===== src/rtl/bbpd_decider.sv =====
`timescale 1ns/1ps
module bbpd_decider #(
  parameter int ACC_W   = 8,
  parameter bit ACC_EN  = 1'b1,
  parameter int ACC_MAX = 100,
  parameter int ACC_MIN = -100
) (
  input  logic                    clk,
  input  logic                    rst_n,
  input  logic                    smp_vld_i,
  input  logic                    smp_first_i,
  input  logic                    smp_mid_i,
  input  logic                    smp_last_i,
  output logic                    up_o,
  output logic                    dn_o,
  output logic                    hold_o,
  output logic signed [ACC_W-1:0] vote_o
);

  logic lead_chg, tail_chg;
  logic late_w, early_w, flat_w;

  assign lead_chg = smp_first_i ^ smp_mid_i;
  assign tail_chg = smp_mid_i ^ smp_last_i;
  assign late_w   = smp_vld_i &  lead_chg & ~tail_chg;
  assign early_w  = smp_vld_i & ~lead_chg &  tail_chg;
  assign flat_w   = smp_vld_i & ~lead_chg & ~tail_chg;

  always_ff @(posedge clk) begin
    if (!rst_n) begin
      up_o   <= 1'b0;
      dn_o   <= 1'b0;
      hold_o <= 1'b0;
    end else begin
      up_o   <= late_w;
      dn_o   <= early_w;
      hold_o <= flat_w;
    end
  end

  generate
    if (ACC_EN) begin : g_vote
      localparam logic signed [ACC_W-1:0] VOTE_HI = ACC_W'(ACC_MAX);
      localparam logic signed [ACC_W-1:0] VOTE_LO = ACC_W'(ACC_MIN);

      always_ff @(posedge clk) begin
        if (!rst_n)
          vote_o <= '0;
        else if (late_w && vote_o != VOTE_HI)
          vote_o <= vote_o + ACC_W'(1);
        else if (early_w && vote_o != VOTE_LO)
          vote_o <= vote_o - ACC_W'(1);
      end


      vote_step_up_chk: assert property (@(posedge clk) disable iff (!rst_n)
        up_o |-> (vote_o == $past(vote_o) + ACC_W'(1)) || ($past(vote_o) == VOTE_HI));

      vote_step_dn_chk: assert property (@(posedge clk) disable iff (!rst_n)
        dn_o |-> (vote_o == $past(vote_o) - ACC_W'(1)) || ($past(vote_o) == VOTE_LO));

      vote_quiet_chk: assert property (@(posedge clk) disable iff (!rst_n)
        (!up_o && !dn_o) |-> $stable(vote_o));

      vote_range_chk: assert property (@(posedge clk) disable iff (!rst_n)
        (vote_o <= VOTE_HI) && (vote_o >= VOTE_LO));
    end else begin : g_novote
      assign vote_o = '0;
    end
  endgenerate


  excl_out_chk: assert property (@(posedge clk) disable iff (!rst_n)
    $onehot0({up_o, dn_o, hold_o}));

  single_pulse_chk: assert property (@(posedge clk) disable iff (!rst_n)
    !smp_vld_i |=> !(up_o || dn_o || hold_o));

  drop_mismatch_chk: assert property (@(posedge clk) disable iff (!rst_n)
    (smp_vld_i && (smp_first_i != smp_mid_i) && (smp_mid_i != smp_last_i))
      |=> !(up_o || dn_o || hold_o));

  late_up_chk: assert property (@(posedge clk) disable iff (!rst_n)
    (smp_vld_i && (smp_first_i != smp_mid_i) && (smp_mid_i == smp_last_i)) |=> up_o);

  early_dn_chk: assert property (@(posedge clk) disable iff (!rst_n)
    (smp_vld_i && (smp_first_i == smp_mid_i) && (smp_mid_i != smp_last_i)) |=> dn_o);

endmodule


===== config.mk =====
export PLATFORM = sky130hd
export DESIGN_NAME = bbpd_decider
export DESIGN_NICKNAME = d
export VERILOG_FILES = /design/src/rtl/bbpd_decider.sv
export SDC_FILE = /design/constraint.sdc
export NUM_CORES = 1
export LEC_CHECK = 0
export ABC_AREA = 1
export BUFFER_PORTS_ARGS = -buffer_cell sky130_fd_sc_hd__buf_2
export CAP_MARGIN = 20
export CORE_MARGIN = 2
export CORE_UTILIZATION = 50
export CTS_CLUSTER_SIZE = 20
export DETAILED_ROUTE_END_ITERATION = 10
export GPL_TIMING_DRIVEN = 0
export PLACE_DENSITY = 0.75
export SYNTH_ARGS = -nofsm -noshare
export SYNTH_HDL_FRONTEND = slang
export SYNTH_SLANG_ARGS = --single-unit

===== constraint.sdc =====
create_clock -name clk -period 2.4 [get_ports clk]
set_clock_uncertainty 0.1 [all_clocks]
set_input_delay 0.48 -clock clk [delete_from_list [all_inputs] [get_ports clk]]
set_output_delay 0.48 -clock clk [all_outputs]
set_load 0.005 [all_outputs]

**Word-level counts from Yosys, hierarchy flattened**

Index checks and enable logic that the tools add are counted.

- Bits in registers: 11
- Logic and storage cells: 22
- Output and inout bits: 11

- Mux-type cells: 2
- $add $sub $neg: 2
- Reductions and logical operators: 3
- Bitwise gates (word level): 9
- Equality and inequality tests: 2

Operator list:

| operator | count |
|---|---|
| 8-bit two-way mux | 2 |
| 8-bit inequality test (second input constant) | 2 |
| 8-bit by 2-bit adder with 8-bit output (second input constant) | 1 |
| 8-bit by 2-bit subtractor with 8-bit output (second input constant) | 1 |
| 1-bit AND | 5 |
| 1-bit logical AND | 2 |
| 1-bit NOT | 2 |
| 2-bit nonzero test | 1 |
| 1-bit XOR | 2 |

**Longest topological paths before layout**

- Depth after elaboration: 7
- Mapped depth: 15
- Gate-level depth less buffers: 15

**Worst setup path before layout**

Ideal clock, no wire load.

- Kind: input to register
- Start point: input smp_first_i
- End point: register vote_o[7]
- Buffers on the path: 0
- Cell stages on the path: 13
- Data arrival time: 1.898 ns
- Slack: 0.287 ns
- Setup time: 0.115 ns
- Cell sequence: inv_1 nand2_2 nand3_1 nor2_2 nand2_2 ha_1 or2_1 nand2_1 nor2_1 nor2_1 nand2_1 a21oi_1 nor2_1

- Cells in the longest elaborated chain, start to end: 6
- Elaborated cells on any way between the ends: 10
- Those cells by class: mux (1); bitwise (6); reduce/logical (3)

RTL lines:

| what | RTL line | RTL |
|---|---|---|
| start: declaration | 11 | `input logic smp_first_i,` |
| 1-bit XOR (*) | 23 | `assign lead_chg = smp_first_i ^ smp_mid_i;` |
| 1-bit NOT | 26 | `assign early_w = smp_vld_i & ~lead_chg & tail_chg;` |
| 1-bit AND (2 in series) | 26 |  |
| 1-bit logical AND | 51 | `else if (early_w && vote_o != VOTE_LO)` |
| 2-bit nonzero test (no source line) | -- |  |
| end signal: assignment | 50 | `vote_o <= vote_o + ACC_W'(1);` |
| end signal: assignment | 52 | `vote_o <= vote_o - ACC_W'(1);` |
| end: declaration | 17 | `output logic signed [ACC_W-1:0] vote_o` |

Every way passes the cells marked *; elsewhere a longest branch is shown, timed or not.
A chain may end at the register's enable or synchronous reset.

**Worst setup path in the final report**

- Start point: register vote_o[5]
- End point: register vote_o[5]

- Cells in the longest elaborated chain, start to end: 3
- Elaborated cells on any way between the ends: 9
- Those cells by class: add/sub (2); eq/ne (2); mux (2); reduce/logical (3)

RTL lines:

| what | RTL line |
|---|---|
| 8-bit by 2-bit subtractor with 8-bit output (tied with other cells) | 52 |
| 8-bit two-way mux (tied with other cells) | 51 |
| 8-bit two-way mux / 2-bit nonzero test (equally long branches) | -- |

Parallel ways exist; a longest one is shown, timed or not. The select of a mux whose other input is x is not followed.

==> out/summary.log <==
INFO  placed_design  placed_cell_area=921um2
INFO  grt            grt.met3_usage=0.0245
INFO  sta            slew_headroom=0.851
INFO  placed_design  io_buffers=16
INFO  drt            drt_pass1_iterations=4
INFO  sta            finalCritPeriodShare=0.932
INFO  critical_path  slowest_stage=dfxtp_1
INFO  cts            tritoncts=yes
INFO  finish         diodes=0
INFO  pwr            p_leak=0.519nW
INFO  cts            worst_setup_hold_path_clk_slew=0.07ns
INFO  drt            post_drt_wl_per_cell=10.5um
INFO  grt            grt_util_all_layers=0.206
INFO  grt            global_route.peak_usage_layer=met2
INFO  status         outcome=complete, no violations
INFO  drt            final_antenna_net_count=0
INFO  critical_path  critPathKind=flip-flop to flip-flop
INFO  pwr            vdd_ir_drop_max=0.427mV
INFO  critical_path  timing.critical_path.from_type=flip-flop
INFO  sta            grt_setup_unrepaired=no
INFO  cts            cts_sinks=11
INFO  finish         layout_common_cells=33 x nand2_1, 25 x nor2_1, 16 x buf_2
INFO  critical_path  worst_ep_required_time=2.47ns
INFO  logic_synthesis synth-seq-area-share=0.268
INFO  cts            cts-root-to-sink-buffers=2
INFO  logic_synthesis synth_seq_cells=11
INFO  placed_design  finalWeightedCongestion=0.828
INFO  floorplan      placementRows=14
INFO  worst_hold_path min_path_type=input port to flip-flop
INFO  drt            detail_route.wirelength=1740um
INFO  drt            first_iter_violations=9
INFO  flow_run       max_cap_viol_count=0
INFO  floorplan      dieWidth=44.5um
INFO  drt            post-route-drc-count=0
INFO  placed_design  detailedPlacementHpwl=1360um
INFO  floorplan      dieArea=0.00198mm2
INFO  logic_synthesis number_of_distinct_library_cells_after_synthesis=22
INFO  grt            grt_first_pass_wirelength=2930um
INFO  drt            vias_per_cell=5.10
INFO  critical_path  crit_family=simple AND/OR/NAND/NOR gates
INFO  critical_path  critical_path.n_buffers_inverters=0
INFO  critical_path  worstPathMaxFanout=9
INFO  grt            antenna_found_initial=0
INFO  floorplan      die_ht=44.5um
INFO  grt            grt_overflow_total=0
INFO  finish         fill_cells=145
INFO  grt            grt_start_max_net_pins=10
INFO  logic_synthesis post_synth_inst_count=130
INFO  finish         drive_gt1_frac=0.200
INFO  cts            cts_inserted_buffers=3
INFO  pwr            power.density=656mW/mm2
INFO  critical_path  crit_chain=nand2_1 -> nor3_1 -> nand2_1 -> nand2_4 -> ha_1 -> or2_1 -> nand2_1 -> nor2_1 -> o21bai_1 -> nand2_1 -> nor2_1 -> nor2_1
INFO  critical_path  critPathCaptureType=flip-flop
INFO  floorplan      start_util=0.539
INFO  sta            post-route-min-period=2.24ns
INFO  finish         most_common_cell_after_layout_fill_and_taps_aside=nand2_1
INFO  critical_path  critPathMaxStageDelay=0.41ns
INFO  cts            cts-root-buf=clkbuf_4
INFO  finish         fin_util=0.625
INFO  sta            final-setup-viol-count=0
INFO  sta            total_count_of_max_transition_violations_in_the_final_report=0
INFO  logic_synthesis synthesis.nets=143
INFO  pwr            totalPowerFinal=625uW
INFO  sta            report.final.hold_viol_count=0
INFO  cts            worstSkewPairLatency=0.28ns
INFO  logic_synthesis yosys_warnings=0
INFO  critical_path  timing.critical_path.mode_cell=nand2_1
INFO  logic_synthesis syn_area_per_cell=6.31um2
INFO  cts            cts-htree-levels=1
INFO  grt            globalRouteMet1Util=0.241
INFO  logic_synthesis syn-cell-area=821um2
INFO  floorplan      io_pins=17
INFO  cts            postCtsHoldBufs=0
INFO  grt            grt_pass1_vias=724
INFO  finish         design.final.nets=164
INFO  finish         final_design_area_no_fill=952um2
INFO  drt            route.vias.total=846
INFO  critical_path  critical_path_arrival=2.31ns
INFO  finish         synthToLayoutAreaGrowth=16.0%
INFO  floorplan      core_area=0.00152mm2
INFO  sta            worst_slew_pin_slew=0.221ns
INFO  grt            met2_usage=0.354
INFO  sta            timing.fmax=447MHz
[power breakdown]
part	leakage, nW	total [mW]	switching, mW	internal (mW)
sequential	0.0906	0.230	0.0257	0.204
clock	0.0150	0.134	0.0696	0.0645
combinational	0.413	0.261	0.153	0.108
[metal layers]
layer  up-vias  share of wire
met5         -              0
li1        453              -
met3         5          0.027
met2        13           0.49
met1       375           0.46
met4         0          0.022
[registers in the layout, indices dropped and copies added (netlist names)]
| name | count |
|---|---|
| dn_o | 1 |
| hold_o | 1 |
| up_o | 1 |
| vote_o | 8 |
[Yosys cell counts]
| cell type | count | area [um2] |
|---|---|---|
| a21oi_1 | 3 | 15.0 |
| and2_4 | 1 | 8.76 |
| dfxtp_1 | 11 | 220 |
| fa_1 | 1 | 20.0 |
| ha_1 | 6 | 75.1 |
| inv_1 | 15 | 56.3 |
| inv_2 | 2 | 7.51 |
| nand2_1 | 33 | 124 |
| nand2_2 | 4 | 25.0 |
| nand2_4 | 1 | 11.3 |
| nand3_1 | 8 | 40.0 |
| nand4_1 | 1 | 6.26 |
| nor2_1 | 25 | 93.8 |
| nor2_2 | 3 | 18.8 |
| nor3_1 | 3 | 15.0 |
| nor4b_1 | 1 | 8.76 |
| o21ai_0 | 6 | 30.0 |
| o21ai_1 | 1 | 5.00 |
| o21bai_1 | 1 | 7.51 |
| or2_1 | 1 | 6.26 |
| xnor2_1 | 1 | 8.76 |
| xor2_1 | 2 | 17.5 |
[worst paths after layout]
kind	startpoint	end	slack, ns	depth (start not counted)
setup / recovery	vote_o[5]$_SDFFE_PN0P_	vote_o[5]$_SDFFE_PN0P_	0.16	12
hold / removal	smp_vld_i	hold_o$_SDFF_PN0_	0.40	2
setup reg to reg	vote_o[5]$_SDFFE_PN0P_	vote_o[5]$_SDFFE_PN0P_	0.16	12
hold reg to reg	vote_o[7]$_SDFFE_PN0P_	vote_o[7]$_SDFFE_PN0P_	0.45	2
[stage by stage]
| stage | TNS (ns) | setup WS, ns | hold slack (ns) | std cells |
|---|---|---|---|---|
| 3_5_place_dp | -0.121 | -0.0684 | 0.439 | 162 |
| 6_report | 0 | 0.164 | 0.395 | 166 |
| 3_3_place_gp | -0.00418 | -0.00418 | 0.419 | 162 |
| 2_1_floorplan | 0 | 0.287 | 0.417 | 130 |
| 4_1_cts | 0 | 0.129 | 0.388 | 166 |
| 5_1_grt | 0 | 0.0236 | 0.393 | 166 |
[area by class of cell]
| type | instances | area, um2 | share of cell area |
|---|---|---|---|
| well taps | 16 | 20.0 | 0.0210 |
| flip-flops and latches | 11 | 220 | 0.231 |
| inverters | 17 | 63.8 | 0.0670 |
| multi-input cells | 102 | 542 | 0.569 |
| clock buffers | 4 | 26.3 | 0.0276 |
| repair buffers | 16 | 80.1 | 0.0841 |
[logic make-up (layout without fill, tap and decap cells)]
family,count (synthesis),after routing,share of synthesized area
AND/OR/NAND/NOR,81,81,0.436
buffers and inverters,17,37,0.0777
AO/OA/AOI/OAI,11,11,0.0701
flip-flops,11,11,0.268
adder cells (fa/ha/maj),7,7,0.116
XOR/XNOR,3,3,0.0320
[what timing repair did]
item / 4_1_cts / 5_1_grt
endpoints found under the setup margin: 0 / 2
resized for setup: 0 / 1
buffers inserted: 0 / 0
No activity file was read; power rests on OpenSTA's default activity.
